--- config.mk ---
export PLATFORM = sky130hd
export DESIGN_NAME = mode_guard_reg
export DESIGN_NICKNAME = d
export VERILOG_FILES = /design/src/rtl/mode_guard_reg.sv
export SDC_FILE = /design/constraint.sdc
export NUM_CORES = 1
export LEC_CHECK = 0
export BUFFER_PORTS_ARGS = -buffer_cell sky130_fd_sc_hd__buf_2
export CAP_MARGIN = 10
export CELL_PAD_IN_SITES_DETAIL_PLACEMENT = 1
export CELL_PAD_IN_SITES_GLOBAL_PLACEMENT = 1
export CORE_MARGIN = 2
export CORE_UTILIZATION = 20
export CTS_CLUSTER_DIAMETER = 200
export DETAILED_ROUTE_END_ITERATION = 8
export PLACE_DENSITY = 0.92
export SYNTH_ARGS = -nofsm -noshare
export SYNTH_HDL_FRONTEND = slang
export SYNTH_SLANG_ARGS = --single-unit
--- constraint.sdc ---
create_clock -name clk -period 3.25 [get_ports clk]
set_input_delay 0.1625 -clock clk [delete_from_list [all_inputs] [get_ports clk]]
set_output_delay 0.1625 -clock clk [all_outputs]
set_load 0.05 [all_outputs]
--- src/rtl/mode_guard_reg.sv ---
`timescale 1ns/1ps
module mode_guard_reg #(
  parameter int ADDR_W = 16,
  parameter logic [ADDR_W-1:0] REG_ADDR = 'h000B,
  parameter logic [2:0] ENTRY_CODE = 3'b101
) (
  input  logic              clk,
  input  logic              rst_n,
  input  logic [2:0]        mode_pins,
  input  logic              secured,
  input  logic [ADDR_W-1:0] bus_addr,
  input  logic              bus_wr,
  input  logic              bus_rd,
  input  logic [7:0]        bus_wdata,
  output logic [7:0]        bus_rdata,
  input  logic [7:0]        ext_rdata,
  output logic              ext_wr_o,
  output logic [7:0]        ext_wdata_o,
  output logic [2:0]        mode_o
);
  localparam logic [2:0] M_SPC_SC = 3'b000;
  localparam logic [2:0] M_EMU_SC = 3'b001;
  localparam logic [2:0] M_SPC_TS = 3'b010;
  localparam logic [2:0] M_EMU_EX = 3'b011;
  localparam logic [2:0] M_NRM_SC = 3'b100;
  localparam logic [2:0] M_NRM_EX = 3'b101;

  logic [2:0] mode_q;
  logic       lock_q;
  logic       hit, wr_hit, special, emul, step_ok;
  logic [2:0] wval;

  assign hit     = (bus_addr == REG_ADDR);
  assign wr_hit  = hit && bus_wr;
  assign wval    = bus_wdata[7:5];
  assign special = (mode_q == M_SPC_SC) || (mode_q == M_SPC_TS);
  assign emul    = (mode_q == M_EMU_SC) || (mode_q == M_EMU_EX);
  assign step_ok = !lock_q && !secured && (wval == ENTRY_CODE) &&
                   ((mode_q == M_NRM_SC) || (mode_q == M_EMU_SC));

  always_ff @(posedge clk) begin
    if (!rst_n) begin
      mode_q <= mode_pins;
      lock_q <= 1'b0;
    end else if (wr_hit) begin
      if (special) begin
        mode_q <= wval;
      end else begin
        lock_q <= 1'b1;
        if (step_ok)
          mode_q <= (mode_q == M_EMU_SC) ? M_EMU_EX : M_NRM_EX;
      end
    end
  end

  assign mode_o      = mode_q;
  assign ext_wr_o    = wr_hit && emul;
  assign ext_wdata_o = bus_wdata;
  assign bus_rdata   = !(hit && bus_rd) ? 8'h00 :
                       emul ? ext_rdata : {mode_q, 5'b00000};

  p_step_normal_r3: assert property (@(posedge clk) disable iff (!rst_n)
    (wr_hit && mode_q == M_NRM_SC && !lock_q && !secured && wval == ENTRY_CODE)
      |=> mode_o == M_NRM_EX);

  p_step_emul_r4: assert property (@(posedge clk) disable iff (!rst_n)
    (wr_hit && mode_q == M_EMU_SC && !lock_q && !secured && wval == ENTRY_CODE)
      |=> mode_o == M_EMU_EX);

  p_locked_hold_r6: assert property (@(posedge clk) disable iff (!rst_n)
    (lock_q && !special) |=> $stable(mode_o));

  p_secured_block_r7: assert property (@(posedge clk) disable iff (!rst_n)
    (wr_hit && !special && secured) |=> ($stable(mode_o) && lock_q));

  p_special_load_r8: assert property (@(posedge clk) disable iff (!rst_n)
    (wr_hit && special) |=> (mode_o == $past(wval)));

  p_read_low_zero_r2: assert property (@(posedge clk) disable iff (!rst_n)
    (hit && bus_rd && !emul) |-> (bus_rdata[4:0] == 5'b00000));

  p_no_fwd_r10: assert property (@(posedge clk) disable iff (!rst_n)
    !emul |-> !ext_wr_o);
endmodule

==> results of run 1 <==
-- layout by cell type (no fill, tap or decap) --
cell,count
mux2i_1,1
nand4_1,1
edfxtp_1,3
nand2_1,2
nor4_2,2
and4bb_2,1
nor2_1,9
clkbuf_1,1
nor3_2,1
inv_1,3
and4_1,1
a21oi_1,3
o21ai_0,2
maj3_2,1
and2_1,5
clkbuf_4,3
buf_2,49
nor3_1,1
nand3b_1,1
dfxtp_1,1
o22ai_1,1
o22a_1,1
o21a_1,1
nand2b_1,2
o21ai_2,1
nor4b_2,2
-- per-stage QoR --
step                total power [uW]  worst slack (ns)
global route                   198.3             1.277
CTS                            191.3             1.412
global placement               119.5             1.681
finish                         187.3             1.426
detailed placement             121.6             1.552
floorplan                      110.2             1.331
-- how the worst max path moves through the flow --
stage,endpoint,from,slack [ns]
CTS,bus_rdata[0],mode_o[2],1.41
floorplan,bus_rdata[6],mode_o[2],1.33
global placement,mode_o[2],mode_o[1],1.68
detailed placement,mode_o[1],mode_o[1],1.55
global route,bus_rdata[1],mode_o[2],1.28
finish,bus_rdata[0],mode_o[2],1.43
-- routing by layer --
metal,global-route usage (%),up-vias,part of all wire (%)
li1,-,278,-
met1,12.48,253,36
met2,22.01,13,59
met3,3.216,0,5.7
met4,2.632,0,0
met5,0,-,0
-- logic make-up (layout without fill, tap and decap cells) --
kind of cell | Yosys count | after routing
multiplexers | 1 | 1
AO/OA/AOI/OAI | 9 | 9
AND/OR/NAND/NOR | 28 | 28
buffers and inverters | 11 | 56
flip-flops | 4 | 4
adder cells (fa/ha/maj) | 1 | 1
-- where the power goes --
group | switching, uW | leakage (uW) | internal [uW]
Clock | 21.0 | 0.0000150 | 46.1
Combinational | 32.5 | 0.000301 | 25.3
Sequential | 4.04 | 0.0000364 | 58.3
Total | 57.5 | 0.000352 | 130
-- registers in the layout, summed over array words and instances, names as in the netlist --
name and flops:
mode_o 3, lock_q 1
-- final cells by class --
cell class                      count  area, um2  area share, %
Clock buffer                        4      26.28          3.777
Sequential cell                     4      110.1          15.83
Inverter                            3      11.26          1.619
Timing Repair Buffer               49      245.2          35.25
Multi-Input combinational cell     39      267.8          38.49
Tap cell                           28      35.03          5.036
==> impl_metrics.ini, run 1 <==
[run_status]
status = finished, final reports clean

[die]
dieArea_um2 = 2641
fp.dieH_um = 51.39
ios = 60
core_area_um2 = 2170
die_x_um = 51.39
num_rows = 17
initial_utilization_pct = 20.70

[clock_tree]
clock-sinks = 4
cts_setup_buffers = 0
htree_levels = 1
ctsHoldBuffers = 0
root_buffer = clkbuf_4
clockBufferDepth = 2
path_clk_slew_ns = 0.04
cts_tree = built
numCtsBuffers = 3
clock_latency_ns = 0.24
cts-resized-gates = 0

[cells_and_area]
n_fill_cell = 298
diodes = 0
nets = 140
post-route-util_pct = 32.06
final_cell_count_no_fill = 127
fin_area_um2 = 695.7
drive_gt1_share_pct = 60.61
syn_to_final_growth_pct = 54.87

[logic_synthesis]
synth_fa_ha_area_share_pct = 2.507
synthCells = 54
yosys-mux-area-fraction_pct = 2.228
synth_top_area_share_pct = 20.06
synth_edf_count = 3
ys_top_cells_by_area = edfxtp_1 (20%), buf_4 (13%), nor2_1 (7.5%)
yosysWarningCount = 0
synth-main-ff-cell = edfxtp_1
synthSimpleGateAreaFrac_pct = 42.34
ys_ff_latch = 4
yosys.area_share.xor_xnor_pct = 0
yosysMostFrequentCell = nor2_1
syn-cell-area_um2 = 449.2
synthesis.area_per_instance_um2 = 8.318
synthTopCellsByCount = nor2_1 (9), buf_4 (8), and2_1 (5)
yosysUniqueCellTypes = 24
synth.net_count = 94
synth-seq-area-share_pct = 24.51
synth-compound-area-share_pct = 12.53
synth_async_sr_flop_share_pct = 0
synth_top_family_by_area = simple AND/OR/NAND/NOR gates
synth_top_area_cell = edfxtp_1

[hold_path]
min_to = lock_q
min_path_cells = 2
hold_class = in2reg
min-delay-start = rst_n

[sta]
drv_slew = 0
relSlewSlack_pct = 81.41
whs_ns = 0.2394
hold_viol_final = 0
worst_pin_slew_ns = 0.2765
grt_setup_unrepaired = no
min_period_over_period_pct = 56.11
max_freq_mhz = 548.3
skew_ns = 0.008694
final-setup-viol-count = 0
tns_ns = 0
layout_min_cycle_time_ns = 1.824

[power_and_ir_drop]
p_leak_uw = 0.0003525
peakVddDrop_mv = 0.1473
pwr_density_cell_nw_per_um2 = 269.2

[detailed_routing]
avgRoutedWirePerCell_um = 11.59
routed_wl_um = 1472
ant_nets = 0
drt-vias-per-instance = 4.283
drc = 0
drt_pass1_iterations = 3
drt-initial-drc-count = 2
vias = 544

[setup_path]
arrival_ns = 1.66
crit_fanout = 8
start_kind = flop
required_ns = 3.09
slowest_stage = edfxtp_1
critPathBufInv = 1
path_delay_family = simple AND/OR/NAND/NOR gates
reg2reg_depth = 4
worstPathCellList = nand2b_1 -> nor3_2 -> and2_1 -> buf_2
rrSetupSlack_ns = 1.57
critPathMaxStageDelay_ns = 0.49
worstSetupEndpointType = primary output
path_class = reg2out
reg2reg_to = mode_o[1]
cp_num_cells = 4
r2r_start = mode_o[1]

[placed_design]
gp_congestion = 0.7537
post-dp-hpwl_um = 1340
dpl-instance-area_um2 = 669.4
port_buffers = 49
placed_cells = 123

[global_route]
grt_pass1_vias = 528
antenna_found_initial = 0
groute.usage.overall_pct = 11.58
grt_max_degree = 10
overflow = 0
grt_pass1_wl_um = 2290

[flow_run]
drv_cap = 0
(Power assumes the default switching activity.)
==> run 2, diff against run 1 <==
--- a/config.mk
+++ b/config.mk
@@ -10,10 +10,10 @@
 export CELL_PAD_IN_SITES_DETAIL_PLACEMENT = 1
 export CELL_PAD_IN_SITES_GLOBAL_PLACEMENT = 1
 export CORE_MARGIN = 2
-export CORE_UTILIZATION = 20
+export CORE_UTILIZATION = 16
 export CTS_CLUSTER_DIAMETER = 200
 export DETAILED_ROUTE_END_ITERATION = 8
-export PLACE_DENSITY = 0.92
+export PLACE_DENSITY = 0.8
 export SYNTH_ARGS = -nofsm -noshare
 export SYNTH_HDL_FRONTEND = slang
 export SYNTH_SLANG_ARGS = --single-unit
==> constraint.sdc (replaced) <==
create_clock -name clk -period 1.6 [get_ports clk]
set_input_delay 0.08 -clock clk [delete_from_list [all_inputs] [get_ports clk]]
set_output_delay 0.08 -clock clk [all_outputs]
set_load 0.05 [all_outputs]
==> impl_metrics.ini, run 2 (synthesis results as in run 1) <==
[run_status]
status = finished, final reports clean

[cells_and_area]
drive_gt1_share_pct = 71.57
final_common_cell = buf_2
largest_register_ffs = 3
nets = 143
post-route-util_pct = 29.04
final_cell_mix = buf_2 (44), and2_2 (5), nor2_1 (5)
syn_to_final_growth_pct = 75.21
diodes = 0

[die]
num_rows = 19
die_x_um = 56.99
dieArea_um2 = 3247
initial_utilization_pct = 16.57
fp.dieH_um = 56.99
core_area_um2 = 2710
ios = 60

[sta]
min_period_over_period_pct = 97.71
max_freq_mhz = 639.7
drv_slew = 0
skew_ns = 0.005101
hold_viol_final = 0
worst_pin_slew_ns = 0.2381
grt_setup_unrepaired = yes
layout_min_cycle_time_ns = 1.563
finalWorstSetupSlack_ns = 0.03664
relSlewSlack_pct = 84.00
final-setup-viol-count = 0

[clock_tree]
htree_levels = 1
cts_tree = built
root_buffer = clkbuf_4
clockBufferDepth = 2
clock_latency_ns = 0.26
clock-sinks = 4
numCtsBuffers = 3
path_clk_slew_ns = 0.04

[detailed_routing]
drt-initial-drc-count = 6
drc = 0
routed_wl_um = 1723
drt_pass1_iterations = 4
avgRoutedWirePerCell_um = 12.95
ant_nets = 0
vias = 587
drt-vias-per-instance = 4.414

[global_route]
antenna_found_initial = 0
overflow = 0
groute.usage.overall_pct = 11.12
grt_pass1_vias = 615
grt_max_degree = 9
grt_pass1_wl_um = 2697

[placed_design]
gp_congestion = 0.6971
post-dp-hpwl_um = 1426
port_buffers = 49
place_ws_ns = 0.03138

[setup_path]
critPathMaxStageDelay_ns = 0.40
slowest_stage = edfxtp_1
worstSetupEndpointType = flop
start_kind = flop
crit_fanout = 3
arrival_ns = 1.52
path_delay_family = flip-flops
worstPathCellList = nor4b_2 -> nand3b_1 -> maj3_2 -> o21ai_4
required_ns = 1.55
critPathBufInv = 0
path_class = reg2reg

[power_and_ir_drop]
peakVddDrop_mv = 0.2313
p_leak_uw = 0.0003851
pwr_density_cell_nw_per_um2 = 520.5

[flow_run]
drv_cap = 0

[hold_path]
hold_class = in2reg
## run 2: final timing paths
check	from	end	slack (ns)	cells after the start
worst max-delay path	mode_o[1]	mode_o[0]	0.04	4
worst min register to register	lock_q	lock_q	0.50	1
worst min-delay path	rst_n	lock_q	0.14	2
worst max register to register	mode_o[1]	mode_o[0]	0.04	4
## run 2: through the flow
step	instance area (um2)	hold slack, ns	total power (uW)	std cells	TNS, ns
2_1_floorplan	465.4	0.1975	225.1	54	-0.5528
3_3_place_gp	704.4	0.1604	249.2	128	0
3_5_place_dp	704.4	0.1604	253.3	128	0
4_1_cts	759.5	0.1253	411.1	133	0
5_1_grt	787.0	0.1516	425.7	133	-0.09488
6_report	787.0	0.1401	409.7	133	0
## run 2: layer usage
metal  track usage (%)  routed length [um]  vias up
met2             19.70                 907       35
met5                 0                   0        -
met1             10.86                 612      267
met4             7.309                  46        0
met3             3.855                 157        5
li1                  -                   -      280
## run 2: cell type report
class,count,area (um2)
repair buffers,52,295.3
fillers,347,1923
flip-flops and latches,4,110.1
multi-input cells,39,305.3
inverters,3,11.26
clock buffers,4,26.28
well taps,31,38.79
## run 2: timing repair
| action | 4_1_cts | 5_1_grt |
|---|---|---|
| cloned | 0 | 0 |
| gates resized for setup | 7 | 6 |
| pin swaps | 0 | 1 |
| setup buffers | 1 | 0 |
| hold buffers | 0 | 0 |
| setup endpoints to repair | 5 | 8 |
## run 2: worst reg2reg max path: stages, from the launching register on
cell	delay, ns
edfxtp_1	0.40
nor4b_2	0.23
nand3b_1	0.12
maj3_2	0.34
o21ai_4	0.16
## run 2: power by group
group | switching (uW) | total [uW] | internal [uW]
clock network | 57.6 | 152 | 94.6
logic | 76.6 | 136 | 59.4
registers | 3.25 | 121 | 118
==> run 3, diff against run 2 <==
--- a/config.mk
+++ b/config.mk
@@ -5,12 +5,13 @@
 export SDC_FILE = /design/constraint.sdc
 export NUM_CORES = 1
 export LEC_CHECK = 0
+export ABC_AREA = 1
 export BUFFER_PORTS_ARGS = -buffer_cell sky130_fd_sc_hd__buf_2
 export CAP_MARGIN = 10
 export CELL_PAD_IN_SITES_DETAIL_PLACEMENT = 1
 export CELL_PAD_IN_SITES_GLOBAL_PLACEMENT = 1
 export CORE_MARGIN = 2
-export CORE_UTILIZATION = 16
+export CORE_UTILIZATION = 15
 export CTS_CLUSTER_DIAMETER = 200
 export DETAILED_ROUTE_END_ITERATION = 8
 export PLACE_DENSITY = 0.8
==> constraint.sdc (replaced) <==
create_clock -name clk -period 1.4 [get_ports clk]
set_input_delay 0.07 -clock clk [delete_from_list [all_inputs] [get_ports clk]]
set_output_delay 0.07 -clock clk [all_outputs]
set_load 0.05 [all_outputs]
==> impl_metrics.ini, run 3 <==
[logic_synthesis]
synth-seq-area-share_pct = 24.44
synthesis.area_per_instance_um2 = 6.170
synth.net_count = 113
syn-cell-area_um2 = 450.4
synthTopCellsByCount = nor2_1 (22), nand2_1 (13), buf_4 (8)
synth_top_area_share_pct = 20.00
yosysMostFrequentCell = nor2_1
synthCells = 73
synth_edf_count = 3
ys_top_cells_by_area = edfxtp_1 (20%), nor2_1 (18%), buf_4 (13%)
synth_async_sr_flop_share_pct = 0
synth-main-ff-cell = edfxtp_1
yosysWarningCount = 0
yosysUniqueCellTypes = 18
ys_ff_latch = 4
synth_top_area_cell = edfxtp_1

[placed_design]
port_buffers = 49
gp_congestion = 0.7506
place_ws_ns = 0.02817
post-dp-hpwl_um = 1552

[sta]
layout_min_cycle_time_ns = 1.410
final-setup-viol-count = 2
worst_pin_slew_ns = 0.2618
hold_viol_final = 0
min_period_over_period_pct = 100.7
tns_ns = -0.01190
skew_ns = 0.001275
max_freq_mhz = 709.3
finalWorstSetupSlack_ns = -0.009752
relSlewSlack_pct = 82.67
drv_slew = 0
grt_setup_unrepaired = yes

[cells_and_area]
diodes = 0
drive_gt1_share_pct = 61.67
largest_register_ffs = 3
nets = 161
n_fill_cell = 361
syn_to_final_growth_pct = 82.22
final_common_cell = buf_2
final_cell_mix = buf_2 (42), nor2_1 (14), nand2_1 (10)

[setup_path]
start_kind = flop
path_delay_family = simple AND/OR/NAND/NOR gates
worstSetupEndpointType = primary output
reg2reg_to = mode_o[2]
worstPathCellList = nor2_4 -> nand2_1 -> nor2_4 -> buf_4
arrival_ns = 1.34
slowest_stage = edfxtp_1
r2r_start = mode_o[2]
crit_start = mode_o[2]
critPathBufInv = 1
cp_common_cell = nor2_4
critPathMaxStageDelay_ns = 0.44
rrSetupSlack_ns = 0.02
crit_fanout = 8
required_ns = 1.33
reg2reg_depth = 5
path_class = reg2out

[detailed_routing]
drt_pass1_iterations = 5
drt-initial-drc-count = 27
avgRoutedWirePerCell_um = 11.39
vias = 638
drc = 6
drt-vias-per-instance = 4.225
routed_wl_um = 1720
ant_nets = 0

[clock_tree]
root_buffer = clkbuf_4
cts_tree = built
cts_setup_buffers = 0
clock-sinks = 4
htree_levels = 1
ctsHoldBuffers = 0
clock_latency_ns = 0.23
path_clk_slew_ns = 0.04
numCtsBuffers = 3
clockBufferDepth = 2

[die]
initial_utilization_pct = 16.06
core_area_um2 = 2805
ios = 60
dieArea_um2 = 3457
fp.dieH_um = 58.80
die_x_um = 58.80
num_rows = 19

[run_status]
status = finished, violations left
violations = design-rule violations, negative setup slack

[hold_path]
hold_class = in2out
min-delay-start = bus_wdata[0]
min_path_cells = 0
min_to = ext_wdata_o[0]

[power_and_ir_drop]
peakVddDrop_mv = 0.1923
pwr_density_cell_nw_per_um2 = 574.5
p_leak_uw = 0.0004000

[global_route]
grt_pass1_wl_um = 2808
grt_pass1_vias = 683
groute.usage.overall_pct = 10.71
grt_max_degree = 9
antenna_found_initial = 0
overflow = 0

[flow_run]
drv_cap = 0
## run 3: cell types whose count changed after synthesis, sizes merged, moves of 4 or more
cell,previous run,this run
inv,3,8
and2,5,1
nor2,9,23
nand2,2,14
## run 3: layout make-up
class / count / area (um2) / share of cell area, %
sequential: 4 / 110.1 / 13.41
timing repair buffer: 51 / 296.5 / 36.13
clock buffer: 4 / 26.28 / 3.201
inverter: 8 / 30.03 / 3.659
tap: 31 / 38.79 / 4.726
multi-input combinational: 53 / 319.1 / 38.87
## run 3: what timing repair did
item / 4_1_cts / 5_1_grt
endpoints found under the setup margin: 8 / 11
pin swaps: 2 / 4
gates resized for setup: 14 / 2
## run 3: stage by stage
step	total power, uW	cells	hold WS [ns]	instance area (um2)	util, %
4_1_cts	480.0	151	0.1403	814.5	29.04
6_report	471.6	151	0.1400	820.8	29.26
3_3_place_gp	305.4	147	0.1403	749.5	26.72
5_1_grt	503.5	151	0.1401	820.8	29.26
2_1_floorplan	275.7	73	0.2207	510.5	-
3_5_place_dp	310.8	147	0.1403	749.5	26.72
## run 3: worst max-delay path by stage
| stage | to | slack [ns] | depth (start not counted) |
|---|---|---|---|
| floorplan | mode_o[0] | -0.17 | 6 |
| global placement | mode_o[1] | 0.10 | 4 |
| global route | bus_rdata[1] | -0.11 | 4 |
| finish | bus_rdata[1] | -0.01 | 4 |
| CTS | bus_rdata[6] | -0.03 | 4 |
| detailed placement | mode_o[2] | 0.03 | 5 |
## run 3: cell families (layout without fill, tap and decap cells)
logic type,after synthesis,count (layout),share of synthesized area [%]
AO/OA/AOI/OAI,10,10,12.78
AND/OR/NAND/NOR,43,43,42.78
buffers and inverters,16,63,20.00
flip-flops,4,4,24.45
## run 3: metal layers
| metal | GRT usage, % | vias up | part of all wire [%] |
|---|---|---|---|
| met1 | 11.23 | 293 | 36 |
| met4 | 4.221 | 0 | 0 |
| met5 | 0 | - | 0 |
| met2 | 20.16 | 27 | 55 |
| met3 | 2.637 | 0 | 9.5 |
| li1 | - | 318 | - |
## run 3: worst reg2reg max path: cells and delay by family, from the launching register on
kind	cells	cell delay (ns)
AO/OA/AOI/OAI	2	0.22
AND/OR/NAND/NOR	3	0.44
flip-flops	1	0.44
## run 3: power by group
part	switching [uW]	internal, uW	leakage, uW
logic	103	64.2	0.000348
registers	6.85	136	0.0000367
clock network	53.6	107	0.0000150
total	164	308	0.000400
